## config.mk

```make
export PLATFORM = sky130hd
export DESIGN_NAME = bdma_ctrl
export DESIGN_NICKNAME = d
export VERILOG_FILES = /design/src/rtl/bdma_pkg.sv /design/src/rtl/bdma_regfile.sv /design/src/rtl/bdma_fsm.sv /design/src/rtl/bdma_ctrl.sv
export SDC_FILE = /design/constraint.sdc
export NUM_CORES = 1
export LEC_CHECK = 0
export ABC_AREA = 1
export ABC_CLOCK_PERIOD_IN_PS = 3500
export BUFFER_PORTS_ARGS = -buffer_cell sky130_fd_sc_hd__buf_2
export CAP_MARGIN = 20
export CELL_PAD_IN_SITES_DETAIL_PLACEMENT = 2
export CELL_PAD_IN_SITES_GLOBAL_PLACEMENT = 2
export CORE_MARGIN = 3
export CORE_UTILIZATION = 31
export DETAILED_ROUTE_END_ITERATION = 10
export PLACE_DENSITY = 0.95
export SLEW_MARGIN = 20
export SYNTH_ARGS = -nofsm -noshare
export SYNTH_HDL_FRONTEND = slang
export SYNTH_SLANG_ARGS = --single-unit
```

## constraint.sdc

```tcl
create_clock -name clk -period 3.5 [get_ports clk]
set_clock_uncertainty 0.05 [all_clocks]
set_input_delay 0.7 -clock clk [delete_from_list [all_inputs] [get_ports clk]]
set_output_delay 0.7 -clock clk [all_outputs]
set_load 0.005 [all_outputs]
```

## src/rtl/bdma_pkg.sv

```systemverilog
package bdma_pkg;
   typedef enum logic [1:0] {
      ST_IDLE  = 2'd0,
      ST_ARMED = 2'd1,
      ST_REQ   = 2'd2,
      ST_XFER  = 2'd3
   } bdma_state_e;

   localparam logic [1:0] REG_ADDR  = 2'd0;
   localparam logic [1:0] REG_COUNT = 2'd1;
   localparam logic [1:0] REG_CTRL  = 2'd2;

   localparam int CTL_GO   = 0;
   localparam int CTL_DIR  = 1;
   localparam int CTL_IEN  = 2;
   localparam int CTL_DONE = 3;
   localparam int CTL_W    = 4;
endpackage

```

## src/rtl/bdma_regfile.sv

```systemverilog
module bdma_regfile
   import bdma_pkg::*;
#(
   parameter int ADDR_W = 16,
   parameter int CNT_W  = 16,
   parameter int DATA_W = 16
) (
   input  logic              clk,
   input  logic              rst_n,
   input  logic              wr_addr,
   input  logic              wr_cnt,
   input  logic              wr_ctrl,
   input  logic [DATA_W-1:0] wdata,
   input  logic              rd_en,
   input  logic [1:0]        rd_sel,
   input  logic              step,
   input  logic              finish,
   input  logic              busy,
   output logic [ADDR_W-1:0] addr_q,
   output logic [CNT_W-1:0]  cnt_q,
   output logic              dir_q,
   output logic              ien_q,
   output logic              pend_q,
   output logic              cnt_zero,
   output logic              cnt_one,
   output logic [DATA_W-1:0] rdata
);
   localparam int ADDR_PAD = DATA_W - ADDR_W;
   localparam int CNT_PAD  = DATA_W - CNT_W;

   initial begin
      assert (DATA_W >= ADDR_W) else $error("DATA_W must cover ADDR_W");
      assert (DATA_W >= CNT_W)  else $error("DATA_W must cover CNT_W");
      assert (DATA_W >= CTL_W)  else $error("DATA_W must cover control bits");
   end

   logic [DATA_W-1:0] addr_ext, cnt_ext, ctrl_ext;

   generate
      if (ADDR_PAD == 0) begin : g_addr_full
         assign addr_ext = addr_q;
      end else begin : g_addr_pad
         assign addr_ext = {{ADDR_PAD{1'b0}}, addr_q};
      end
      if (CNT_PAD == 0) begin : g_cnt_full
         assign cnt_ext = cnt_q;
      end else begin : g_cnt_pad
         assign cnt_ext = {{CNT_PAD{1'b0}}, cnt_q};
      end
   endgenerate

   assign ctrl_ext = DATA_W'({pend_q, ien_q, dir_q, busy});
   assign cnt_zero = (cnt_q == '0);
   assign cnt_one  = (cnt_q == CNT_W'(1));

   always_ff @(posedge clk or negedge rst_n) begin
      if (!rst_n) begin
         addr_q <= '0;
         cnt_q  <= '0;
         dir_q  <= 1'b0;
         ien_q  <= 1'b0;
         pend_q <= 1'b0;
      end else begin
         if (wr_addr)   addr_q <= wdata[ADDR_W-1:0];
         else if (step) addr_q <= addr_q + ADDR_W'(1);
         if (wr_cnt)    cnt_q  <= wdata[CNT_W-1:0];
         else if (step) cnt_q  <= cnt_q - CNT_W'(1);
         if (wr_ctrl) begin
            dir_q <= wdata[CTL_DIR];
            ien_q <= wdata[CTL_IEN];
         end
         if (finish)       pend_q <= 1'b1;
         else if (wr_ctrl) pend_q <= 1'b0;
      end
   end

   always_comb begin
      rdata = '0;
      if (rd_en) begin
         case (rd_sel)
            REG_ADDR:  rdata = addr_ext;
            REG_COUNT: rdata = cnt_ext;
            REG_CTRL:  rdata = ctrl_ext;
            default:   rdata = '0;
         endcase
      end
   end


   done_hold_chk: assert property (@(posedge clk) disable iff (!rst_n)
      (pend_q && !wr_ctrl) |=> pend_q);


   step_move_chk: assert property (@(posedge clk) disable iff (!rst_n)
      (step && !wr_addr) |=> (addr_q == $past(addr_q) + ADDR_W'(1)));
endmodule

```

## src/rtl/bdma_fsm.sv

```systemverilog
module bdma_fsm
   import bdma_pkg::*;
(
   input  logic clk,
   input  logic rst_n,
   input  logic go_cmd,
   input  logic halt_cmd,
   input  logic cnt_zero,
   input  logic cnt_one,
   input  logic periph_req,
   input  logic bus_grant,
   output logic bus_req,
   output logic xfer,
   output logic step,
   output logic finish,
   output logic busy
);
   bdma_state_e st_q, st_d;

   always_comb begin
      st_d = st_q;
      case (st_q)
         ST_IDLE:  if (go_cmd && !cnt_zero) st_d = ST_ARMED;
         ST_ARMED: if (periph_req) st_d = ST_REQ;
         ST_REQ:   if (bus_grant) st_d = ST_XFER;
         ST_XFER:  if (bus_grant) st_d = cnt_one ? ST_IDLE : ST_ARMED;
         default:  st_d = ST_IDLE;
      endcase
      if (st_q != ST_IDLE && halt_cmd) st_d = ST_IDLE;
   end

   always_ff @(posedge clk or negedge rst_n) begin
      if (!rst_n) st_q <= ST_IDLE;
      else        st_q <= st_d;
   end

   assign busy    = (st_q != ST_IDLE);
   assign bus_req = (st_q == ST_REQ) || (st_q == ST_XFER);
   assign xfer    = (st_q == ST_XFER);
   assign step    = xfer && bus_grant;
   assign finish  = ((st_q == ST_IDLE) && go_cmd && cnt_zero) || (step && cnt_one);


   zero_start_chk: assert property (@(posedge clk) disable iff (!rst_n)
      (st_q == ST_IDLE && go_cmd && cnt_zero) |=> (st_q == ST_IDLE && !bus_req));


   last_word_chk: assert property (@(posedge clk) disable iff (!rst_n)
      (step && cnt_one) |=> (st_q == ST_IDLE));


   grant_wait_chk: assert property (@(posedge clk) disable iff (!rst_n)
      (st_q == ST_REQ && !bus_grant && !halt_cmd) |=> (st_q == ST_REQ));


   halt_stop_chk: assert property (@(posedge clk) disable iff (!rst_n)
      (busy && halt_cmd) |=> !bus_req);
endmodule

```

## src/rtl/bdma_ctrl.sv

```systemverilog
module bdma_ctrl
   import bdma_pkg::*;
#(
   parameter int ADDR_W = 16,
   parameter int CNT_W  = 16,
   parameter int DATA_W = 16
) (
   input  logic              clk,
   input  logic              rst_n,
   input  logic              host_sel,
   input  logic [1:0]        host_reg,
   input  logic              host_rd,
   input  logic              host_wr,
   input  logic [DATA_W-1:0] host_wdata,
   output logic [DATA_W-1:0] host_rdata,
   output logic              bus_req,
   input  logic              bus_grant,
   output logic [ADDR_W-1:0] mem_addr,
   output logic              mem_rd,
   output logic              mem_wr,
   input  logic              periph_req,
   output logic              periph_ack,
   output logic              irq
);
   logic host_en, wr_ctrl, go_cmd, halt_cmd;
   logic xfer, step, finish, busy, active;
   logic cnt_zero, cnt_one, dir_q, ien_q, pend_q;
   logic [ADDR_W-1:0] addr_q;
   logic [CNT_W-1:0]  cnt_q;

   assign host_en  = host_sel && !bus_grant;
   assign wr_ctrl  = host_en && host_wr && (host_reg == REG_CTRL);
   assign go_cmd   = wr_ctrl && host_wdata[CTL_GO];
   assign halt_cmd = wr_ctrl && !host_wdata[CTL_GO];

   bdma_regfile #(.ADDR_W(ADDR_W), .CNT_W(CNT_W), .DATA_W(DATA_W)) u_regs (
      .clk      (clk),
      .rst_n    (rst_n),
      .wr_addr  (host_en && host_wr && (host_reg == REG_ADDR)),
      .wr_cnt   (host_en && host_wr && (host_reg == REG_COUNT)),
      .wr_ctrl  (wr_ctrl),
      .wdata    (host_wdata),
      .rd_en    (host_en && host_rd),
      .rd_sel   (host_reg),
      .step     (step),
      .finish   (finish),
      .busy     (busy),
      .addr_q   (addr_q),
      .cnt_q    (cnt_q),
      .dir_q    (dir_q),
      .ien_q    (ien_q),
      .pend_q   (pend_q),
      .cnt_zero (cnt_zero),
      .cnt_one  (cnt_one),
      .rdata    (host_rdata)
   );

   bdma_fsm u_fsm (
      .clk        (clk),
      .rst_n      (rst_n),
      .go_cmd     (go_cmd),
      .halt_cmd   (halt_cmd),
      .cnt_zero   (cnt_zero),
      .cnt_one    (cnt_one),
      .periph_req (periph_req),
      .bus_grant  (bus_grant),
      .bus_req    (bus_req),
      .xfer       (xfer),
      .step       (step),
      .finish     (finish),
      .busy       (busy)
   );

   assign active     = xfer && bus_grant;
   assign mem_addr   = active ? addr_q : '0;
   assign mem_wr     = active && dir_q;
   assign mem_rd     = active && !dir_q;
   assign periph_ack = active;
   assign irq        = pend_q && ien_q;


   strobe_grant_chk: assert property (@(posedge clk) disable iff (!rst_n)
      (mem_rd || mem_wr) |-> (bus_req && bus_grant));


   ack_strobe_chk: assert property (@(posedge clk) disable iff (!rst_n)
      periph_ack |-> (mem_rd ^ mem_wr));


   one_word_chk: assert property (@(posedge clk) disable iff (!rst_n)
      periph_ack |=> !periph_ack);
endmodule

```

==> flow_summary.yaml <==
outcome:
  status: "finished clean"
die:
  rows: 34
  die_y_um: 103.4
  die_area_um2: 10690
  core_area_um2: 8976
  ios: 62
  start_util_pct: 32.77
  dieWidth_um: 103.4
sta:
  worstMarginPinSlew_ns: 0.9500
  period_share_pct: 78.20
  drv_slew: 0
  rsz0062_at_grt: "no"
  max-slew-margin-rel_pct: 36.67
  hold_violations: 0
  fin_crit_ns: 2.737
  setup-violations-final: 0
  tns_ns: 0
  fmax_mhz: 365.4
logic_synthesis:
  async_reset_ff_share_pct: 100.0
  ys_ff_latch: 37
  ys.flop_type: "dfrtp_1"
  synthMuxAreaShare_pct: 0
  synth-xor-area-share_pct: 3.871
  synth_nets: 496
  synth_compound_area_share_pct: 12.63
  synth_top_family_by_area: "simple AND/OR/NAND/NOR gates"
  ys_types: 31
  synth-adder-area-share_pct: 3.403
  netlist_instances: 463
  synth_edf_count: 0
  yosysSeqAreaShare_pct: 31.48
  synth-simple-area-share_pct: 37.22
  ys_warn_count: 0
  synth_area_um2: 2942
  avgSynthCellArea_um2: 6.353
pwr:
  irDropWorstVdd_mv: 0.2137
  netSwitchingPower_w: 0.001194
  power_frac_clock_pct: 14.0
  p_seq_share_pct: 36.6
  p_sw_share_pct: 50.45
  intPower_w: 0.001173
  power.leakage_nw: 1.814
  p_per_area_nw_per_um2: 682.7
  pwr-share-comb_pct: 49.3
worst_setup_path:
  cp-start-kind: "input port"
  crit_fanout: 13
  cp.arrival_ns: 1.99
  critPathCaptureType: "output port"
  critPathRequiredTime_ns: 2.75
  critical_path_class: "in2out"
clock_tree:
  clockBufferDepth: 2
  clock_latency_ns: 0.30
  clk_pin_slew_ns: 0.08
  cts_tree: "built"
  cts_root_buf: "clkbuf_8"
  cts-resized-gates: 0
  htree_levels: 2
  numCtsBuffers: 5
  postCtsHoldBufs: 0
  cts.repair_timing.setup_buffer_count: 0
  clock-sinks: 37
placed_design:
  gp_congestion: 0.9108
  io_buffers: 61
  hpwl_um: 9540
  post-place-cells: 644
  post_dp_cell_area_um2: 3381
global_route:
  grt_pass1_wl_um: 19580
  grt_overflow: 0
  grt_antenna_before_repair: 0
  grt_max_degree: 38
  grt_pass1_vias: 3707
  grtUsageTotal_pct: 24.01
worst_hold_path:
  hp-class: "in2async"
cells_and_area:
  finalInstanceArea_um2: 3467
  fin_cells: 651
  drive_above_1_share_pct: 18.48
  final_common_cell: "nand2_1"
  final_core_util_pct: 38.63
  seq_area_um2: 925.9
  antenna_cells: 0
  fillers: 1126
  layout_common_cells: "141 x nand2_1, 69 x nor2_1, 67 x inv_1"
  syn_to_final_growth_pct: 17.86
  final_nets: 558
  multiInputGateArea_um2: 1680
drt:
  drcViolationCount: 0
  finalWirelength_um: 12100
  vias: 3274
  wl_per_cell_um: 18.58
  drt_first_pass_iters: 4
  initialDrtViolationCount: 153
  routed_via_density: 5.029
  final_antenna_net_count: 0
run:
  max_cap_viol_count: 0
[power by group through the flow]
stage	Clock (W)	Combinational [W]	Sequential, W
after floorplan	0	0.000820	0.000778
after global placement	0	0.00106	0.000858
after detailed placement	0	0.00116	0.000875
after CTS	0.000338	0.00117	0.000867
after global routing	0.000353	0.00134	0.000900
final	0.000332	0.00117	0.000867
[metal layers]
| metal | up-vias | part of all wire, % | GRT usage [%] |
|---|---|---|---|
| li1 | 1568 | - | - |
| met1 | 1602 | 44 | 30.37 |
| met2 | 83 | 49 | 41.96 |
| met3 | 21 | 4.4 | 4.158 |
| met4 | 0 | 1.8 | 6.673 |
| met5 | - | 0 | 0 |
[per-stage QoR]
stage | power, W | hold WS [ns] | setup WS (ns)
floorplan | 0.001598 | 0.3544 | 1.440
global placement | 0.001918 | 0.4946 | 0.9412
detailed placement | 0.002034 | 0.5208 | 0.7894
CTS | 0.002380 | 0.5183 | 0.7412
global route | 0.002593 | 0.5617 | 0.6533
finish | 0.002367 | 0.4735 | 0.7631
[synth_stat cells, types with 3 or more instances]
master	number	area share (%)
nand2_1	141	18
nor2_1	69	8.8
inv_1	67	8.5
dfrtp_1	37	31
a21oi_1	23	3.9
nand3_1	22	3.7
xor2_1	13	3.9
o21ai_0	12	2.0
o22ai_1	10	2.1
o211ai_1	9	2.3
ha_1	8	3.4
inv_2	8	1.0
nor2_2	7	1.5
nor2_4	6	2.3
buf_2	4	0.68
buf_1	3	0.38
nor3_1	3	0.51
o221ai_1	3	0.89
[flip-flops by register name, indices dropped and copies added (netlist names)]
name,count
u_fsm.st_q,2
u_regs.addr_q,16
u_regs.cnt_q,16
u_regs.dir_q,1
u_regs.ien_q,1
u_regs.pend_q,1
[path summary, 6_finish.rpt]
path | start | to | slack [ns] | depth (start not counted)
worst min register to register | u_regs.cnt_q[0] | u_regs.cnt_q[0] | 0.54 | 2
min in group clk | u_regs.cnt_q[0] | u_regs.cnt_q[0] | 0.54 | 2
worst max register to register | u_fsm.st_q[1] | u_regs.addr_q[15] | 1.49 | 10
worst min-delay path | rst_n | u_regs.cnt_q[11] | 0.47 | 1
max in group asynchronous | rst_n | u_regs.addr_q[10] | 2.32 | 1
worst max-delay path | host_reg[1] | host_rdata[2] | 0.76 | 7
[critical path, cell delays in order]
cell and delay (ns):
buf_2 0.14, nor2_2 0.51, inv_2 0.16, o221ai_1 0.24, nand2_1 0.08, inv_1 0.05, buf_2 0.10
[cells by family after synthesis]
group,count (synthesis)
and+or+nand+nor,257
DFF,37
adders and majority gates,8
xor gates and xnor gates,13
AOI/OAI and AO/OA,63
buffers and inverters,85
[cell type report]
class / count / share of cell area [%]
inverters: 75 / 8.120
flip-flops and latches: 37 / 26.71
repair buffers: 65 / 9.672
clock buffers: 7 / 2.490
multi-input cells: 341 / 48.47
well taps: 126 / 4.547
Power figures use the tool's default switching activity.
